`src/rtl/mpkt_pkg.sv`:
```
package mpkt_pkg;
   localparam int OCTET_W = 8;
   typedef logic [OCTET_W-1:0] octet_t;
   localparam octet_t SYNC_OCTET = 8'hFF;
endpackage

```
`src/rtl/mpkt_da_filter.sv`:
```
module mpkt_da_filter
   import mpkt_pkg::*;
#(
   parameter int ADDR_BYTES = 6
) (
   input  logic                          clk,
   input  logic                          rst_n,
   input  logic                          rx_vld,
   input  logic                          rx_sof,
   input  octet_t                        rx_byte,
   input  logic [ADDR_BYTES*OCTET_W-1:0] stn_mac,
   input  logic                          accept_grp,
   output logic                          payload_byte,
   output logic                          da_ok
);
   localparam int IW = $clog2(ADDR_BYTES + 1);

   logic [IW-1:0] idx_q, idx_e;
   logic          eq_q, grp_q;
   octet_t        mac_b [ADDR_BYTES];
   octet_t        exp_b;

   for (genvar k = 0; k < ADDR_BYTES; k++) begin : g_mac
      assign mac_b[k] = stn_mac[k*OCTET_W +: OCTET_W];
   end

   assign idx_e        = rx_sof ? '0 : idx_q;
   assign payload_byte = rx_vld && (idx_e == IW'(ADDR_BYTES));

   always_comb begin
      exp_b = '0;
      for (int k = 0; k < ADDR_BYTES; k++)
         if (idx_e == IW'(k)) exp_b = mac_b[k];
   end

   always_ff @(posedge clk or negedge rst_n) begin
      if (!rst_n) begin
         idx_q <= '0;
         eq_q  <= 1'b0;
         grp_q <= 1'b0;
      end else if (rx_vld && (idx_e < IW'(ADDR_BYTES))) begin
         idx_q <= idx_e + IW'(1);
         eq_q  <= ((idx_e == '0) ? 1'b1 : eq_q) & (rx_byte == exp_b);
         if (idx_e == '0) grp_q <= rx_byte[0];
      end else if (rx_sof) begin
         idx_q <= '0;
      end
   end

   assign da_ok = (idx_q == IW'(ADDR_BYTES)) && (eq_q || (accept_grp && grp_q));

   // a payload byte is only seen once the full address has been taken
   p_payload_after_da_r1: assert property (@(posedge clk) disable iff (!rst_n)
      (payload_byte && !rx_sof) |-> (idx_q == IW'(ADDR_BYTES)));
endmodule

```
`src/rtl/mpkt_pattern_seq.sv`:
```
module mpkt_pattern_seq
   import mpkt_pkg::*;
#(
   parameter int ADDR_BYTES = 6,
   parameter int SYNC_LEN   = 6,
   parameter int REPS       = 16
) (
   input  logic                          clk,
   input  logic                          rst_n,
   input  logic                          rx_sof,
   input  logic                          payload_byte,
   input  octet_t                        rx_byte,
   input  logic [ADDR_BYTES*OCTET_W-1:0] stn_mac,
   output logic                          frame_hit
);
   localparam int TOT = ADDR_BYTES * REPS;
   localparam int SW  = $clog2(SYNC_LEN + 1);
   localparam int PW  = $clog2(TOT + 1);
   localparam int BW  = $clog2(ADDR_BYTES);

   logic [SW-1:0] sync_q, sync_e, sync_n;
   logic [PW-1:0] pos_q, pos_e, pos_n;
   logic [BW-1:0] boff_q, boff_e, boff_n;
   logic          found_q, found_e, hit;
   logic          is_ff, sync_full;
   octet_t        mac_b [ADDR_BYTES];
   octet_t        exp_b;

   for (genvar k = 0; k < ADDR_BYTES; k++) begin : g_mac
      assign mac_b[k] = stn_mac[k*OCTET_W +: OCTET_W];
   end

   assign sync_e    = rx_sof ? '0 : sync_q;
   assign pos_e     = rx_sof ? '0 : pos_q;
   assign boff_e    = rx_sof ? '0 : boff_q;
   assign found_e   = rx_sof ? 1'b0 : found_q;
   assign is_ff     = (rx_byte == SYNC_OCTET);
   assign sync_full = (sync_e == SW'(SYNC_LEN));

   always_comb begin
      exp_b = '0;
      for (int k = 0; k < ADDR_BYTES; k++)
         if (boff_e == BW'(k)) exp_b = mac_b[k];
   end

   always_comb begin
      sync_n = sync_e;
      pos_n  = pos_e;
      boff_n = boff_e;
      hit    = 1'b0;
      if (payload_byte && !found_e) begin
         if (!sync_full) begin
            sync_n = is_ff ? sync_e + SW'(1) : '0;
         end else if (rx_byte == exp_b) begin
            if (pos_e == PW'(TOT - 1)) begin
               hit    = 1'b1;
               pos_n  = '0;
               boff_n = '0;
            end else begin
               pos_n  = pos_e + PW'(1);
               boff_n = (boff_e == BW'(ADDR_BYTES - 1)) ? '0 : boff_e + BW'(1);
            end
         end else if (!((pos_e == '0) && is_ff)) begin
            pos_n  = '0;
            boff_n = '0;
            sync_n = is_ff ? SW'(1) : '0;
         end
      end
   end

   always_ff @(posedge clk or negedge rst_n) begin
      if (!rst_n) begin
         sync_q  <= '0;
         pos_q   <= '0;
         boff_q  <= '0;
         found_q <= 1'b0;
      end else begin
         sync_q  <= sync_n;
         pos_q   <= pos_n;
         boff_q  <= boff_n;
         found_q <= found_e | hit;
      end
   end

   assign frame_hit = found_e | hit;

   // the last address byte only lands after a complete sync run
   p_hit_after_sync_r3: assert property (@(posedge clk) disable iff (!rst_n)
      hit |-> (sync_q == SW'(SYNC_LEN)));
   // a start of frame throws away an earlier detection
   p_sof_clears_r5: assert property (@(posedge clk) disable iff (!rst_n)
      rx_sof |=> !found_q);
endmodule

```
`src/rtl/mpkt_flag_ctl.sv`:
```
module mpkt_flag_ctl #(
   parameter int NUM_LED = 4
) (
   input  logic               clk,
   input  logic               rst_n,
   input  logic               set_i,
   input  logic               clr_i,
   input  logic               irq_glb_en,
   input  logic               irq_wake_en,
   input  logic               pme_glb_en,
   input  logic               pme_wake_en,
   input  logic [NUM_LED-1:0] led_sel,
   output logic               flag_o,
   output logic               irq_o,
   output logic               pme_o,
   output logic [NUM_LED-1:0] led_o
);
   logic flag_q;

   always_ff @(posedge clk or negedge rst_n) begin
      if (!rst_n)     flag_q <= 1'b0;
      else if (set_i) flag_q <= 1'b1;
      else if (clr_i) flag_q <= 1'b0;
   end

   assign flag_o = flag_q;
   assign irq_o  = flag_q & irq_glb_en & irq_wake_en;
   assign pme_o  = flag_q & pme_glb_en & pme_wake_en;

   for (genvar i = 0; i < NUM_LED; i++) begin : g_led
      assign led_o[i] = flag_q & led_sel[i];
   end

   // sticky until cleared
   p_sticky_r6: assert property (@(posedge clk) disable iff (!rst_n)
      (flag_q && !clr_i) |=> flag_q);
   // a clear without a set empties the flag
   p_clear_r6: assert property (@(posedge clk) disable iff (!rst_n)
      (clr_i && !set_i) |=> !flag_q);
   // a set wins over a clear in the same cycle
   p_set_wins_r6: assert property (@(posedge clk) disable iff (!rst_n)
      set_i |=> flag_q);
endmodule

```
`src/rtl/mpkt_wake_det.sv`:
```
module mpkt_wake_det
   import mpkt_pkg::*;
#(
   parameter int ADDR_BYTES = 6,
   parameter int SYNC_LEN   = 6,
   parameter int REPS       = 16,
   parameter int NUM_LED    = 4
) (
   input  logic                          clk,
   input  logic                          rst_n,
   input  logic                          rx_vld,
   input  logic                          rx_sof,
   input  logic                          rx_eof,
   input  logic [OCTET_W-1:0]            rx_byte,
   input  logic [ADDR_BYTES*OCTET_W-1:0] stn_mac,
   input  logic                          accept_grp,
   input  logic                          irq_glb_en,
   input  logic                          irq_wake_en,
   input  logic                          pme_glb_en,
   input  logic                          pme_wake_en,
   input  logic [NUM_LED-1:0]            led_wake_sel,
   input  logic                          flag_clr,
   output logic                          wake_flag,
   output logic                          irq_o,
   output logic                          pme_o,
   output logic [NUM_LED-1:0]            led_o
);
   if (ADDR_BYTES < 2) begin : g_bad_addr
      $error("ADDR_BYTES must be at least 2");
   end
   if (SYNC_LEN < 1) begin : g_bad_sync
      $error("SYNC_LEN must be at least 1");
   end
   if (REPS < 1) begin : g_bad_reps
      $error("REPS must be at least 1");
   end
   if (NUM_LED < 1) begin : g_bad_led
      $error("NUM_LED must be at least 1");
   end

   logic payload_byte, da_ok, frame_hit, in_frame_q, frame_on, set_flag;

   always_ff @(posedge clk or negedge rst_n) begin
      if (!rst_n)                in_frame_q <= 1'b0;
      else if (rx_vld && rx_eof) in_frame_q <= 1'b0;
      else if (rx_vld && rx_sof) in_frame_q <= 1'b1;
   end

   assign frame_on = rx_sof | in_frame_q;
   assign set_flag = rx_vld && rx_eof && frame_on && !rx_sof && da_ok && frame_hit;

   mpkt_da_filter #(.ADDR_BYTES(ADDR_BYTES)) u_da (
      .clk          (clk),
      .rst_n        (rst_n),
      .rx_vld       (rx_vld),
      .rx_sof       (rx_sof),
      .rx_byte      (rx_byte),
      .stn_mac      (stn_mac),
      .accept_grp   (accept_grp),
      .payload_byte (payload_byte),
      .da_ok        (da_ok)
   );

   mpkt_pattern_seq #(.ADDR_BYTES(ADDR_BYTES), .SYNC_LEN(SYNC_LEN), .REPS(REPS)) u_seq (
      .clk          (clk),
      .rst_n        (rst_n),
      .rx_sof       (rx_sof),
      .payload_byte (payload_byte),
      .rx_byte      (rx_byte),
      .stn_mac      (stn_mac),
      .frame_hit    (frame_hit)
   );

   mpkt_flag_ctl #(.NUM_LED(NUM_LED)) u_flag (
      .clk         (clk),
      .rst_n       (rst_n),
      .set_i       (set_flag),
      .clr_i       (flag_clr),
      .irq_glb_en  (irq_glb_en),
      .irq_wake_en (irq_wake_en),
      .pme_glb_en  (pme_glb_en),
      .pme_wake_en (pme_wake_en),
      .led_sel     (led_wake_sel),
      .flag_o      (wake_flag),
      .irq_o       (irq_o),
      .pme_o       (pme_o),
      .led_o       (led_o)
   );

   // the flag only rises on the edge that takes an end-of-frame byte
   p_rise_on_eof_r5: assert property (@(posedge clk) disable iff (!rst_n)
      $rose(wake_flag) |-> $past(rx_eof));
   // no interrupt without the status flag
   p_irq_needs_flag_r7: assert property (@(posedge clk) disable iff (!rst_n)
      irq_o |-> wake_flag);
   // no event without the status flag
   p_pme_needs_flag_r8: assert property (@(posedge clk) disable iff (!rst_n)
      pme_o |-> wake_flag);
endmodule

```
`config.mk`:
```
export PLATFORM = sky130hd
export DESIGN_NAME = mpkt_wake_det
export DESIGN_NICKNAME = d
export VERILOG_FILES = /design/src/rtl/mpkt_pkg.sv /design/src/rtl/mpkt_da_filter.sv /design/src/rtl/mpkt_pattern_seq.sv /design/src/rtl/mpkt_flag_ctl.sv /design/src/rtl/mpkt_wake_det.sv
export SDC_FILE = /design/constraint.sdc
export NUM_CORES = 1
export LEC_CHECK = 0
export BUFFER_PORTS_ARGS = -buffer_cell sky130_fd_sc_hd__buf_2
export CAP_MARGIN = 20
export CORE_MARGIN = 4
export CORE_UTILIZATION = 45
export CTS_CLUSTER_SIZE = 10
export DETAILED_ROUTE_END_ITERATION = 10
export HOLD_SLACK_MARGIN = 0.06
export PLACE_DENSITY = 0.78
export RECOVER_POWER = 100
export SLEW_MARGIN = 15
export SYNTH_ARGS = -nofsm -noshare
export SYNTH_HDL_FRONTEND = slang
export SYNTH_HIERARCHICAL = 1
export SYNTH_SLANG_ARGS = --single-unit
```
`constraint.sdc`:
```
create_clock -name clk -period 5.9 [get_ports clk]
set_input_delay 1.18 -clock clk [delete_from_list [all_inputs] [get_ports clk]]
set_output_delay 1.18 -clock clk [all_outputs]
set_load 0.01 [all_outputs]
```
# Yosys cells after proc, flatten, opt, wreduce, memory -nomap -nowiden
# Index checks and enable logic that the tools add are counted.
[classes] n_addsub=4 order_cmp=1 n_eq_ne=17 n_mux=44 bitwise=11 reduce_logical=21
[op_table] operator="8-bit 2-to-1 mux" count=12
[op_table] operator="3-bit 2-to-1 mux" count=15
[op_table] operator="7-bit 2-to-1 mux" count=6
[op_table] operator="3-bit == test (second input constant)" count=7
[op_table] operator="8-bit == test" count=2
[op_table] operator="3-bit by 2-bit == test with 1-bit output (second input constant)" count=4
[op_table] operator="1-bit logical AND" count=12
[op_table] operator="1-bit 2-to-1 mux" count=11
[op_table] operator="3-bit by 1-bit adder with 3-bit output (second input constant)" count=3
[op_table] operator="1-bit AND" count=9
[op_table] operator="8-bit == test (second input constant)" count=1
[op_table] operator="7-bit by 1-bit adder with 7-bit output (second input constant)" count=1
[op_table] operator="7-bit == test (second input constant)" count=1
[op_table] operator="7-bit zero test" count=1
[op_table] operator="3-bit by 1-bit == test with 1-bit output (second input constant)" count=2
[op_table] operator="3-bit zero test" count=2
[op_table] operator="2-bit nonzero test" count=2
[op_table] operator="3-bit less-than comparator (second input constant)" count=1
[op_table] operator="1-bit zero test" count=2
[op_table] operator="1-bit OR" count=2
[op_table] operator="2-bit AND reduction" count=1
[op_table] operator="1-bit logical OR" count=1
[totals] register_bits=21 in_bits=71 word_cells=107

# Depth between registers and ports, before layout
[depth] ltp_word=15 mapped_depth=20 depth_no_buf=14

# By module
# Netlist, hierarchy kept.
[modules_own_cells] module="mpkt_pattern_seq" n_inst=1 cells_per_inst=253 area_each_um2=1944.4
[modules_own_cells] module="mpkt_da_filter" n_inst=1 cells_per_inst=187 area_each_um2=1331.3
[modules_own_cells] module="mpkt_flag_ctl" n_inst=1 cells_per_inst=9 area_each_um2=80.1
[modules_own_cells] module="mpkt_wake_det" n_inst=1 cells_per_inst=5 area_each_um2=53.8

# Least setup slack after synthesis
# Ideal clock, no wire load.
[synth_path] path_kind="input to register" start="input port rx_sof" end="register u_flag.flag_q, in the netlist u_flag/flag_o" setup_ns=0.063 t_arrival_ns=4.306 t_required_ns=5.837 slack_ns=1.531 stages=19 path_cell_list="buf_6 buf_2 inv_2 clkbuf_1 nand2_1 ha_1 clkbuf_1 or2_2 o311a_1 o21ba_1 a221oi_1 nand4_1 nor2_2 buf_6 nand2_4 o21ai_1 nand4_1 nor3b_2 a21o_2"
[synth_between] elab_chain_len=15
[synth_lines] item="from (decl)" line_no="mpkt_wake_det.sv:12" text="input logic rx_sof,"
[synth_lines] item="3-bit 2-to-1 mux" line_no="mpkt_pattern_seq.sv:35" text="assign boff_e = rx_sof ? '0 : boff_q;"
[synth_lines] item="3-bit zero test" line_no="mpkt_pattern_seq.sv:43" text="if (boff_e == BW'(k)) exp_b = mac_b[k];"
[synth_lines] item="8-bit 2-to-1 mux (6 in series)" line_no="mpkt_pattern_seq.sv:43"
[synth_lines] item="8-bit == test" line_no="mpkt_pattern_seq.sv:54" text="end else if (rx_byte == exp_b) begin"
[synth_lines] item="1-bit 2-to-1 mux" line_no="mpkt_pattern_seq.sv:54"
[synth_lines] item="1-bit 2-to-1 mux" line_no="mpkt_pattern_seq.sv:52" text="if (!sync_full) begin"
[synth_lines] item="1-bit 2-to-1 mux" line_no="mpkt_pattern_seq.sv:51" text="if (payload_byte && !found_e) begin"
[synth_lines] item="1-bit OR *" line_no="mpkt_pattern_seq.sv:85" text="assign frame_hit = found_e | hit;"
[synth_lines] item="named net frame_hit" line_no="mpkt_wake_det.sv:41" text="logic payload_byte, da_ok, frame_hit, in_frame_q, frame_on, set_flag;"
[synth_lines] item="1-bit logical AND *" line_no="mpkt_wake_det.sv:50" text="assign set_flag = rx_vld && rx_eof && frame_on && !rx_sof && da_ok && frame_hit;"
[synth_lines] item="named net set_flag" line_no="mpkt_wake_det.sv:41"
[synth_lines] item="1-bit 2-to-1 mux / 2-bit nonzero test (equally long branches)"
[synth_lines] item="to (signal assigned)" line_no="mpkt_flag_ctl.sv:21" text="if (!rst_n) flag_q <= 1'b0;"
[synth_lines] item="to (signal assigned)" line_no="mpkt_flag_ctl.sv:22" text="else if (set_i) flag_q <= 1'b1;"
[synth_lines] item="to (signal assigned)" line_no="mpkt_flag_ctl.sv:23" text="else if (clr_i) flag_q <= 1'b0;"
[synth_lines] item="to (decl)" line_no="mpkt_flag_ctl.sv:18" text="logic flag_q;"
# The timed path passes the listed nets; every way through them passes the cells marked *.
# A chain may end at the register's enable or synchronous reset.

# Final worst setup path
# Ends and elaborated chain as after synthesis.

==> flow_summary.json <==
{
  "ys_types": 86,
  "clock_sinks": 21,
  "drt_wl_total_mm": 12.8,
  "dieArea_sq_um": 9030,
  "die_h_microns": 95.0,
  "grt_pass1_wl_mm": 19.9,
  "numCtsBuffers": 3,
  "die_w_microns": 95.0,
  "cp-start-kind": "input pin",
  "grt.total_usage": 0.281,
  "period_share": 0.857,
  "syn_area_per_cell_sq_um": 7.51,
  "io_buffers": 77,
  "diodes": 0,
  "fin_nets": 591,
  "ctsResizeCount": 0,
  "drc": 0,
  "yosysSeqAreaShare": 0.154,
  "dp_hpwl_mm": 9.87,
  "critPathMaxFanout": 28,
  "p_per_area_nw_per_um2": 125,
  "crit_type": "input pin to flip-flop",
  "rows": 31,
  "arrival_ps": 5260,
  "synth.top_cells.by_count": "nand2_1, o21ai_0, a21oi_1, inv_1, nor2_1",
  "cts_buffer_depth": 2,
  "fin_crit_ps": 5050,
  "cts_root_buffer": "clkbuf_8",
  "synth_top_area_cell": "dfrtp_1",
  "critical_path_required_ps": 6110,
  "irDropWorstVdd_mv": 0.0963,
  "grt_max_degree": 36,
  "slew_viol_final": 0,
  "end_kind": "flip-flop",
  "start_util": 0.468,
  "hp-class": "flip-flop to flip-flop",
  "antenna_found_initial": 0,
  "clock_skew_ps": 3.74,
  "netlist_instances": 454,
  "drive_above_1_share": 0.209,
  "synth.top_cell.area_share": 0.154,
  "relSlewSlack": 0.143,
  "wl_per_cell_microns": 21.0,
  "crit_start": "rx_sof",
  "grt_overflow_total": 0,
  "reg2reg_from": "u_seq/boff_q[0]",
  "async_reset_ff_frac": 1.00,
  "placed_area_sq_um": 3780,
  "post-cts-setup-buffers": 0,
  "synth-seq-cells": 21,
  "status": "finished, final reports clean",
  "drt_iter0_markers": 626,
  "place.gp.congestion": 1.00,
  "final_cell_area_sq_um": 3810,
  "synth_enable_flop_cells": 0,
  "holdWs_ps": 506,
  "num_vias": 4127,
  "grt_pass1_vias": 3790,
  "tns_ps": 0,
  "hold_start": "u_da/grp_q",
  "cts.clk_slew.worst_paths_ps": 90,
  "ys_top_cells_by_area": "dfrtp_1, o21ai_0, a21oi_1, nor2b_1, nand2_1",
  "synthesis.area_sq_um": 3410,
  "p_leak_nw": 1.55,
  "cts_tree": "built",
  "fmax_ghz": 0.198,
  "rsz0062_at_grt": "no",
  "ys_warn_count": 6,
  "routed_via_density": 6.77,
  "synth-main-ff-cell": "dfrtp_1",
  "setup_viol": 0,
  "cts.hold.buffers_added": 0,
  "synthToLayoutAreaGrowth_pct": 11.7,
  "core_area_sq_um": 7290,
  "io_pins": 78,
  "ctsHtreeMaxLevel": 1,
  "drt-pass1-iter-count": 5,
  "insertion_delay_ps": 260,
  "cap_violations": 0,
  "hold_viol": 0,
  "yosysMostFrequentCell": "nand2_1",
  "syn-num-nets": 533,
  "ant_nets": 0,
  "worstMarginPinSlew_ps": 1290
}
## layout by cell type (no fill, tap or decap), types with 4 or more instances in the layout
master,instances
nor3_1,12
ha_1,8
nand3_1,11
nor4b_1,7
clkbuf_1,9
mux2i_1,9
a211o_1,4
a211oi_1,7
nor4_1,5
o311ai_0,4
dfrtp_1,21
nand2b_1,13
o311a_1,5
a2111oi_0,4
o211ai_1,5
mux2_2,6
a32oi_1,7
nand3b_1,5
o2111ai_1,6
and2_2,4
nor3b_1,6
inv_1,26
o22ai_1,11
a21oi_1,25
nor2_1,25
and3_1,8
xnor2_1,5
a32o_1,5
nor4bb_1,5
or3_1,5
nor2b_1,20
nand4_1,12
nand2_1,34
o21ai_0,29
and2_1,4
buf_2,69
## layer usage
layer | routed length, microns | global-route usage | vias to the layer above | share of wire
met5 | 0 | 0 | - | 0
met4 | 167 | 0.0541 | 0 | 0.013
met3 | 1540 | 0.0655 | 16 | 0.12
met2 | 5630 | 0.425 | 279 | 0.44
met1 | 5480 | 0.409 | 1959 | 0.43
li1 | - | - | 1873 | -
## final cells by class
type	count	area, sq um
tap	99	124
sequential	21	526
fill	767	3480
inverter	27	101
clock buffer	3	41.3
clock inverter	1	7.51
multi-input combinational	377	2590
timing repair buffer	82	417
## report_power, final
part,internal (W),total (W),switching [W]
Sequential,0.000149,0.000162,0.0000128
Clock,0.0000478,0.000103,0.0000551
Combinational,0.0000876,0.000212,0.000125
## state kept, by name, summed over array words and instances (netlist names)
register	flops
in_frame_q	1
u_da/eq_q	1
u_seq/found_q	1
u_da/idx_q	3
u_seq/sync_q	3
u_seq/pos_q	7
u_da/grp_q	1
u_seq/boff_q	3
u_flag/flag_o	1
## per-stage QoR
stage | cells | setup WS [ps] | utilization | power (W)
4_1_cts | 609 | 1510 | 0.525 | 0.000474
3_5_place_dp | 605 | 1230 | 0.519 | 0.000367
5_1_grt | 610 | 666 | 0.522 | 0.000507
2_1_floorplan | 454 | 1530 | - | 0.000290
3_3_place_gp | 605 | 1290 | 0.519 | 0.000364
6_report | 610 | 847 | 0.522 | 0.000477
## path summary, 6_finish.rpt
check,to,slack (ps),depth (start not counted)
setup / recovery,u_flag/flag_o,850,14
hold / removal,u_da/grp_q,510,2
setup reg to reg,u_flag/flag_o,1970,16
hold reg to reg,u_da/grp_q,510,2
max in group asynchronous,u_seq/boff_q[0],4050,1
min in group asynchronous,u_seq/pos_q[2],1140,1
## critical path, stage by stage
cell      delay [ps]
buf_2            240
clkbuf_1         980
nor3b_1          300
o311ai_0         830
a211oi_1         200
nor4b_2          300
nand4_1          140
nor2_2           110
buf_4            190
nand2_1          130
o21ai_1          220
nand4_1          110
nor3b_1          200
a21o_2           120
## kinds of logic after synthesis
logic type               count (synthesis)  synth area share
XOR/XNOR                                 5            0.0128
AO/OA/AOI/OAI                          149             0.318
flip-flops                              21             0.154
AND/OR/NAND/NOR                        200             0.361
adder cells (fa/ha/maj)                  8            0.0294
buffers and inverters                   56            0.0785
multiplexers                            15            0.0462
(Power assumes the default switching activity.)
